==> config.mk <==
export PLATFORM = sky130hd
export DESIGN_NAME = stereo_pwm_out
export DESIGN_NICKNAME = d
export VERILOG_FILES = /design/src/rtl/stpwm_pkg.sv /design/src/rtl/stpwm_timebase.sv /design/src/rtl/stpwm_shaper.sv /design/src/rtl/stpwm_router.sv /design/src/rtl/stereo_pwm_out.sv
export SDC_FILE = /design/constraint.sdc
export NUM_CORES = 1
export LEC_CHECK = 0
export BUFFER_PORTS_ARGS = -buffer_cell sky130_fd_sc_hd__buf_2
export CAP_MARGIN = 20
export CORE_UTILIZATION = 35
export DETAILED_ROUTE_END_ITERATION = 10
export PLACE_DENSITY = 0.66
export RECOVER_POWER = 25
export SLEW_MARGIN = 20
export SYNTH_ARGS = -nofsm -noshare
export SYNTH_HDL_FRONTEND = slang
export SYNTH_HIERARCHICAL = 1
export SYNTH_SLANG_ARGS = --single-unit
==> constraint.sdc <==
create_clock -name clk -period 4.85 [get_ports clk]
set_input_delay 0.2425 -clock clk [delete_from_list [all_inputs] [get_ports clk]]
set_output_delay 0.2425 -clock clk [all_outputs]
set_load 0.02 [all_outputs]
==> src/rtl/stpwm_pkg.sv <==
package stpwm_pkg;
  typedef enum logic [1:0] {
    FORM_EDGE   = 2'b00,
    FORM_CENTER = 2'b01,
    FORM_MIRROR = 2'b10,
    FORM_TRAIL  = 2'b11
  } form_e;

  typedef struct packed {
    form_e form;
    logic  narrow;   // one bit fewer of sample data
    logic  half;     // counter steps every second clock
    logic  mute_l;
    logic  mute_r;
    logic  zero;
    logic  lr_swap;
    logic  r_swap;
    logic  power;
  } cfg_t;

  // rate field -> {narrow, half}
  function automatic logic [1:0] rate_decode(input logic [1:0] r);
    case (r)
      2'b01:   rate_decode = 2'b11;
      2'b10:   rate_decode = 2'b10;
      default: rate_decode = 2'b00;
    endcase
  endfunction
endpackage

==> src/rtl/stpwm_timebase.sv <==
module stpwm_timebase #(
  parameter int DW = 6
) (
  input  logic          clk,
  input  logic          rst,
  input  logic          narrow,
  input  logic          half,
  output logic [DW-1:0] cnt,
  output logic          start
);
  logic          pre;
  logic          tick;
  logic [DW-1:0] top;

  assign start = (cnt == '0) && !pre;
  assign tick  = !half || pre;
  assign top   = narrow ? {1'b0, {(DW-1){1'b1}}} : {DW{1'b1}};

  always_ff @(posedge clk) begin
    if (rst) begin
      cnt <= '0;
      pre <= 1'b0;
    end else begin
      pre <= half ? ~pre : 1'b0;
      if (tick) cnt <= (cnt == top) ? '0 : cnt + 1'b1;
    end
  end
endmodule

==> src/rtl/stpwm_shaper.sv <==
module stpwm_shaper
  import stpwm_pkg::*;
#(
  parameter int DW    = 6,
  parameter int RIGHT = 0
) (
  input  logic [DW-1:0] smp,
  input  logic          narrow,
  input  form_e         form,
  input  logic          mute,
  input  logic [DW-1:0] cnt,
  output logic          lvl
);
  localparam int AW = DW + 1;

  logic [AW-1:0] v, p, c, st;
  logic          pulse;

  always_comb begin
    if (narrow) begin
      v = AW'({~smp[DW-2], smp[DW-3:0]});
      p = AW'(1) << (DW - 1);
    end else begin
      v = AW'({~smp[DW-1], smp[DW-2:0]});
      p = AW'(1) << DW;
    end
    c  = AW'(cnt);
    st = (p - v) >> 1;
    case (form)
      FORM_EDGE:   pulse = c < v;
      FORM_CENTER: pulse = (c >= st) && (c < st + v);
      FORM_MIRROR: pulse = (RIGHT != 0) ? (c >= p - v) : (c < v);
      default:     pulse = c >= p - v;
    endcase
    lvl = mute ? (c < (p >> 1)) : pulse;
  end
endmodule

==> src/rtl/stpwm_router.sv <==
module stpwm_router (
  input  logic clk,
  input  logic rst,
  input  logic lvl_l,
  input  logic lvl_r,
  input  logic zero,
  input  logic lr_swap,
  input  logic r_swap,
  input  logic power,
  output logic out_l1,
  output logic out_l2,
  output logic out_r1,
  output logic out_r2
);
  logic [1:0] pair_l, pair_r, pin_l, pin_r;

  always_comb begin
    pair_l = {lvl_l, ~lvl_l};
    pair_r = {lvl_r, ~lvl_r};
    pin_l  = lr_swap ? pair_r : pair_l;
    pin_r  = lr_swap ? pair_l : pair_r;
    if (r_swap && power) pin_r = {pin_r[0], pin_r[1]};
    if (zero) begin
      pin_l = 2'b00;
      pin_r = 2'b00;
    end
  end

  always_ff @(posedge clk) begin
    if (rst) {out_l1, out_l2, out_r1, out_r2} <= 4'b0000;
    else     {out_l1, out_l2, out_r1, out_r2} <= {pin_l, pin_r};
  end
endmodule

==> src/rtl/stereo_pwm_out.sv <==
module stereo_pwm_out
  import stpwm_pkg::*;
#(
  parameter int DW = 6
) (
  input  logic          clk,
  input  logic          rst,
  input  logic [1:0]    form_sel,
  input  logic [1:0]    rate_sel,
  input  logic [DW-1:0] smp_l,
  input  logic [DW-1:0] smp_r,
  input  logic          spk_mute_n,
  input  logic          mute_both,
  input  logic          mute_left,
  input  logic          mute_right,
  input  logic          zero_mute,
  input  logic          lr_swap,
  input  logic          r_pair_swap,
  input  logic          power_stage,
  output logic          out_l1,
  output logic          out_l2,
  output logic          out_r1,
  output logic          out_r2
);
  cfg_t          cfg_in, cfg_act, cfg_eff;
  logic [DW-1:0] smp_act [2];
  logic [DW-1:0] smp_eff [2];
  logic [DW-1:0] cnt;
  logic          start;
  logic [1:0]    lvl;
  logic          mute_common;

  assign mute_common = !spk_mute_n || mute_both;

  always_comb begin
    cfg_in.form              = form_e'(form_sel);
    {cfg_in.narrow, cfg_in.half} = rate_decode(rate_sel);
    cfg_in.mute_l            = mute_common || mute_left;
    cfg_in.mute_r            = mute_common || mute_right;
    cfg_in.zero              = zero_mute;
    cfg_in.lr_swap           = lr_swap;
    cfg_in.r_swap            = r_pair_swap;
    cfg_in.power             = power_stage;
    cfg_eff                  = start ? cfg_in : cfg_act;
    smp_eff[0]               = start ? smp_l : smp_act[0];
    smp_eff[1]               = start ? smp_r : smp_act[1];
  end

  always_ff @(posedge clk) begin
    if (rst) begin
      cfg_act    <= '0;
      smp_act[0] <= '0;
      smp_act[1] <= '0;
    end else begin
      cfg_act    <= cfg_eff;
      smp_act[0] <= smp_eff[0];
      smp_act[1] <= smp_eff[1];
    end
  end

  stpwm_timebase #(.DW(DW)) u_tb (
    .clk(clk), .rst(rst), .narrow(cfg_eff.narrow), .half(cfg_eff.half),
    .cnt(cnt), .start(start)
  );

  for (genvar ch = 0; ch < 2; ch++) begin : g_ch
    stpwm_shaper #(.DW(DW), .RIGHT(ch)) u_sh (
      .smp(smp_eff[ch]), .narrow(cfg_eff.narrow), .form(cfg_eff.form),
      .mute((ch == 0) ? cfg_eff.mute_l : cfg_eff.mute_r),
      .cnt(cnt), .lvl(lvl[ch])
    );
  end

  stpwm_router u_rt (
    .clk(clk), .rst(rst), .lvl_l(lvl[0]), .lvl_r(lvl[1]),
    .zero(cfg_eff.zero), .lr_swap(cfg_eff.lr_swap), .r_swap(cfg_eff.r_swap),
    .power(cfg_eff.power),
    .out_l1(out_l1), .out_l2(out_l2), .out_r1(out_r1), .out_r2(out_r2)
  );
endmodule

* Word level (Yosys, flattened, before mapping)
Memory sizes are Yosys's and may differ from the RTL's.
Cells that the tools add are included.
** Storage, ports and cells
- RAM bits :: 12
- Memories kept :: 1
- Input bits :: 26
- Logic and storage cells :: 82
- Output and inout bits :: 4
- Flip-flop bits (word level) :: 21
** Operators by class
- Reductions and logical operators :: 16
- $add $sub $neg :: 5
- Magnitude comparators :: 9
- Bitwise gates (word level) :: 10
- Muxes and demuxes :: 21
- Equal/unequal tests :: 5
** Memory list
- smp_act :: words 2, width 6, read ports 2, clocked after memory_dff 0, wr ports 2, RTL line stereo_pwm_out.sv:26 : logic [DW-1:0] smp_act [2];
** Operator list (number)
- 6-bit 2-to-1 mux :: 8
- 6-bit by 7-bit < comparator with 1-bit output :: 4
- 6-bit by 7-bit adder with 7-bit output :: 2
- 6-bit by 7-bit greater-or-equal comparator with 1-bit output :: 2
- 7-bit by 6-bit subtractor with 7-bit output :: 2
- 6-bit greater-or-equal comparator :: 2
- 10-bit 2-to-1 mux :: 1
- 1-bit inverter :: 8
- 7-bit 2-to-1 mux :: 1
- 6-bit by 1-bit adder with 6-bit output (second input constant) :: 1
- 6-bit == test :: 1
- 6-bit logical NOT :: 1
- 6-bit < comparator :: 1
- 2-bit 2-to-1 mux :: 3
- 2-bit OR reduction :: 3
- 1-bit 2-to-1 mux :: 5
- 2-bit by 1-bit == test with 1-bit output (second input constant) :: 2
- 2-bit == test (second input constant) :: 2
- 1-bit logical AND :: 4
- 1-bit logical OR :: 4
- 1-bit one-hot mux with 2 select lines :: 2
- 2-bit one-hot mux with 2 select lines :: 1
- 1-bit logical NOT :: 3
- 2-bit logical NOT :: 1
- 1-bit bitwise OR :: 2

* Longest topological paths before layout
- Depth in word-level cells :: 14
- Mapped depth :: 24
- Depth with buffers taken out :: 22

* Hierarchy
Netlist, hierarchy kept.
** By module, submodules not included
- stereo_pwm_out :: area each 974.7 um^2, cells each 79, instances 1, seq. area each 440.4 um^2
- stpwm_shaper (g_ch[1].u_sh) :: area each 907.1 um^2, cells each 117, instances 1, seq. area each 0.0 um^2
- stpwm_shaper (g_ch[0].u_sh) :: area each 885.8 um^2, cells each 113, instances 1, seq. area each 0.0 um^2
- stpwm_timebase :: area each 376.6 um^2, cells each 43, instances 1, seq. area each 140.1 um^2
- stpwm_router :: area each 156.4 um^2, cells each 12, instances 1, seq. area each 80.1 um^2

* Least setup slack after synthesis
OpenSTA, ideal clock, no wires.
- Path kind :: register to register
- From :: register u_tb.cnt[1]
- To :: register u_rt.out_r1
- Slack :: -0.212 ns
- Arrival :: 4.937 ns
- Path buffers :: 2
- Cell stages (with the launch flop) :: 25
- Clock period less this slack :: 5.062 ns
- Setup time :: 0.125 ns
- Data required time :: 4.725 ns
- Cell sequence :: dfxtp_1 > inv_1 > ha_1 > or4b_2 > nor3_1 > buf_6 > buf_8 > mux2_2 > inv_1 > ha_1 > xnor2_1 > ha_1 > a21o_1 > a21oi_1 > o21bai_1 > a21oi_1 > xor2_1 > ha_1 > nand4b_1 > o32a_2 > o31ai_1 > a221o_1 > a221oi_2 > mux2i_2 > mux2i_1
** RTL lines
- start, declared :: RTL line stpwm_timebase.sv:8 : output logic [DW-1:0] cnt,
- start signal, assigned :: RTL line stpwm_timebase.sv:25 : if (tick) cnt <= (cnt == top) ? '0 : cnt + 1'b1;
- end signal, assigned :: RTL line stpwm_router.sv:31 : else {out_l1, out_l2, out_r1, out_r2} <= {pin_l, pin_r};
- end, declared :: RTL line stpwm_router.sv:12 : output logic out_r1,

==> results.sh <==
export IMPL_drive_above_1_share=0.3654
export IMPL_synth_commonest_cells="ha_1, inv_1, dfxtp_1, nor2_1, a21oi_1"
export IMPL_rows=35
export IMPL_cp_cell_sequence="inv_2 > ha_4 > or4b_4 > nor3_4 > buf_12 > mux2_4 > inv_4 > ha_4 > xnor2_4 > ha_1 > a21o_1 > a21oi_2 > o21bai_1 > a21oi_1 > xor2_1 > ha_2 > nand4b_1 > o32a_2 > o31ai_2 > a221o_1 > a221oi_2 > mux2i_1 > nor3_1"
export IMPL_synth_top_area_cell="ha_1"
export IMPL_fillers=860
export IMPL_grt_max_degree=34
export IMPL_ys_warnings_count=6
export IMPL_yosys_register_bits=33
export IMPL_syn_inst=364
export IMPL_fin_area_um2=4315
export IMPL_hold_depth=3
export IMPL_fp_coreArea_um2=9196
export IMPL_n_antenna_cell=0
export IMPL_yosysSeqAreaShare=0.2002
export IMPL_endpoint_kind="register"
export IMPL_final_max_slew_viol_count=0
export IMPL_synth_edf_count=0
export IMPL_skew_ps=6.502
export IMPL_status="complete, no violations"
export IMPL_hold_viol=0
export IMPL_fin_nets=547
export IMPL_h_tree_depth=2
export IMPL_synth_ff_type="dfxtp_1"
export IMPL_grt_pass1_vias=2947
export IMPL_cts_buffer_depth=2
export IMPL_io_buffers=29
export IMPL_crit_top_cell="ha_4"
export IMPL_r2r_start="u_tb/cnt[1]"
export IMPL_via_per_inst=5.120
export IMPL_yosysTopAreaCellShare=0.2388
export IMPL_cp_required_ps=5030
export IMPL_setup_viol=0
export IMPL_postSynthAreaPerCell_um2=9.068
export IMPL_io_pin_count=30
export IMPL_syn2layout_area_growth_pct=30.74
export IMPL_path_max_fanout=5
export IMPL_hold_end="u_rt/out_l2"
export IMPL_routed_via_count=2908
export IMPL_clk_latency_ps=280
export IMPL_ys_types=62
export IMPL_synth_fp_nets=455
export IMPL_synth_area_leaders="ha_1, dfxtp_1, mux2_4, inv_1, xnor2_1"
export IMPL_track_usage=0.1691
export IMPL_drt_pass1_iterations=4
export IMPL_syn_cell_area_um2=3301
export IMPL_wire_per_inst_um=14.21
export IMPL_place_area_um2=3973
export IMPL_die_area_um2=9823
export IMPL_clk_transition_reported_paths_ps=70
export IMPL_tritoncts="done"
export IMPL_max_freq_mhz=208.0
export IMPL_drc_errors=0
export IMPL_slowest_stage="or4b_4"
export IMPL_cap_violations=0
export IMPL_synth_most_common_cell="ha_1"
export IMPL_hp_start="zero_mute"
export IMPL_period_needed_ps=4808
export IMPL_grt_pass1_wl_um=13390
export IMPL_die_height_um=99.11
export IMPL_antenna_found_initial=0
export IMPL_initial_core_util=0.3589
export IMPL_worstMarginPinSlew_ps=718.8
export IMPL_critPathMaxStageDelay_ps=460
export IMPL_critPathKind="register to register"
export IMPL_slew_headroom=0.5208
export IMPL_hpwl_um=6121
export IMPL_hold_class="input pin to register"
export IMPL_grt_ovfl_total=0
export IMPL_cts_sinks=33
export IMPL_async_flop_share=0
export IMPL_worstReg2RegEnd="u_rt/out_l1"
export IMPL_min_period_over_period=0.9914
export IMPL_drt_iter0_markers=103
export IMPL_gp_congestion=0.8293
export IMPL_cts_root_buf="clkbuf_8"
export IMPL_rrSetupSlack_ps=40
export IMPL_rr_worst_depth=23
export IMPL_die_w_um=99.11
export IMPL_numCtsBuffers=5
export IMPL_cts_hold_buf=0
export IMPL_arrival_ps=4990
export IMPL_routed_wl_um=8069
export IMPL_crit_path_start_kind="register"
export IMPL_rsz0062_at_grt="true"
export IMPL_antenna_left=0
[metrics by stage]
step / cells / util / setup slack, ps / hold slack [ps] / TNS, ps
2_1_floorplan: 364 / - / 9.688 / 306.8 / 0
3_3_place_gp: 550 / 0.4320 / -171.0 / 476.7 / -553.0
3_5_place_dp: 550 / 0.4320 / -310.8 / 498.0 / -1131
4_1_cts: 562 / 0.4539 / 18.79 / 292.6 / 0
5_1_grt: 568 / 0.4693 / -168.3 / 297.4 / -643.2
6_report: 568 / 0.4693 / 41.94 / 303.0 / 0
[logic make-up (layout without fill, tap and decap cells)]
family | after synthesis | count (layout) | synth area share
compound gates | 78 | 78 | 0.1577
buf+inv | 42 | 135 | 0.05837
xor+xnor | 20 | 20 | 0.05307
flops | 33 | 33 | 0.2002
fa+ha+maj | 65 | 65 | 0.2509
mux | 24 | 24 | 0.09249
simple gates | 102 | 102 | 0.1873
[critical path, delay by kind of cell (launching register included)]
family          cells  cell delay [ps]
compound gates      8             1430
simple gates        4             1000
fa+ha+maj           4              820
mux                 2              480
flops               1              330
xor+xnor            2              320
buf+inv             3              310
[cell type report]
cell class / count / area, µm² / area share
Clock buffer: 5 / 68.82 / 0.01595
Inverter: 36 / 140.1 / 0.03247
Multi-Input combinational cell: 289 / 2641 / 0.6121
Timing Repair Buffer: 91 / 645.6 / 0.1496
Clock inverter: 3 / 17.52 / 0.004059
Tap cell: 111 / 138.9 / 0.03218
Sequential cell: 33 / 663.1 / 0.1537
[layout by cell type (no fill, tap or decap), drive strengths merged, types with 4 or more instances in the layout]
master / synthesis / routed
ha: 63 / 63
a21oi: 22 / 22
mux2: 19 / 19
nand3: 6 / 6
nand2b: 6 / 6
nor2b: 22 / 22
nand4: 5 / 5
mux2i: 5 / 5
inv: 36 / 36
o21ai: 19 / 19
a21o: 7 / 7
clkbuf: 2 / 9
buf: 4 / 87
a211oi: 4 / 4
xor2: 5 / 5
dfxtp: 33 / 33
nand2: 13 / 13
nor2: 25 / 25
nor3: 9 / 9
xnor2: 15 / 15
[flip-flops by register name, summed over array words and instances, names as in the netlist]
signal and count:
u_rt/out_r2 1, u_tb/cnt 6, u_tb/pre 1, u_rt/out_r1 1
u_rt/out_l2 1, u_rt/out_l1 1, smp_act 12, cfg_act 10
[layer usage]
layer / track usage / part of all wire / up-vias / wire length, µm
li1: - / - / 1482 / -
met1: 0.2115 / 0.47 / 1387 / 3819
met2: 0.3077 / 0.50 / 29 / 4013
met3: 0.02600 / 0.017 / 10 / 139
met4: 0.03394 / 0.012 / 0 / 97
met5: 0 / 0 / - / 0
[repair_timing]
item,CTS,global route
buffers inserted,3,6
endpoints found under the setup margin,4,4
endpoints found under the hold margin,0,0
resized for setup,20,29
pin swaps,11,38
cloned,1,0
[worst max-delay path by stage]
stage          cells past startpoint     endpoint  slack [ps]         from
2_1_floorplan                     23  u_rt/out_r1          10  u_tb/cnt[0]
3_3_place_gp                      22  u_rt/out_l2        -170  u_tb/cnt[1]
3_5_place_dp                      20  u_rt/out_l2        -310  u_tb/cnt[1]
4_1_cts                           23  u_rt/out_l2          20  u_tb/cnt[1]
5_1_grt                           23  u_rt/out_l2        -170  u_tb/cnt[1]
6_report                          23  u_rt/out_l1          40  u_tb/cnt[1]
Power is not shown: default switching activity piles up to over one toggle a cycle in this logic, so the estimate is an artifact.
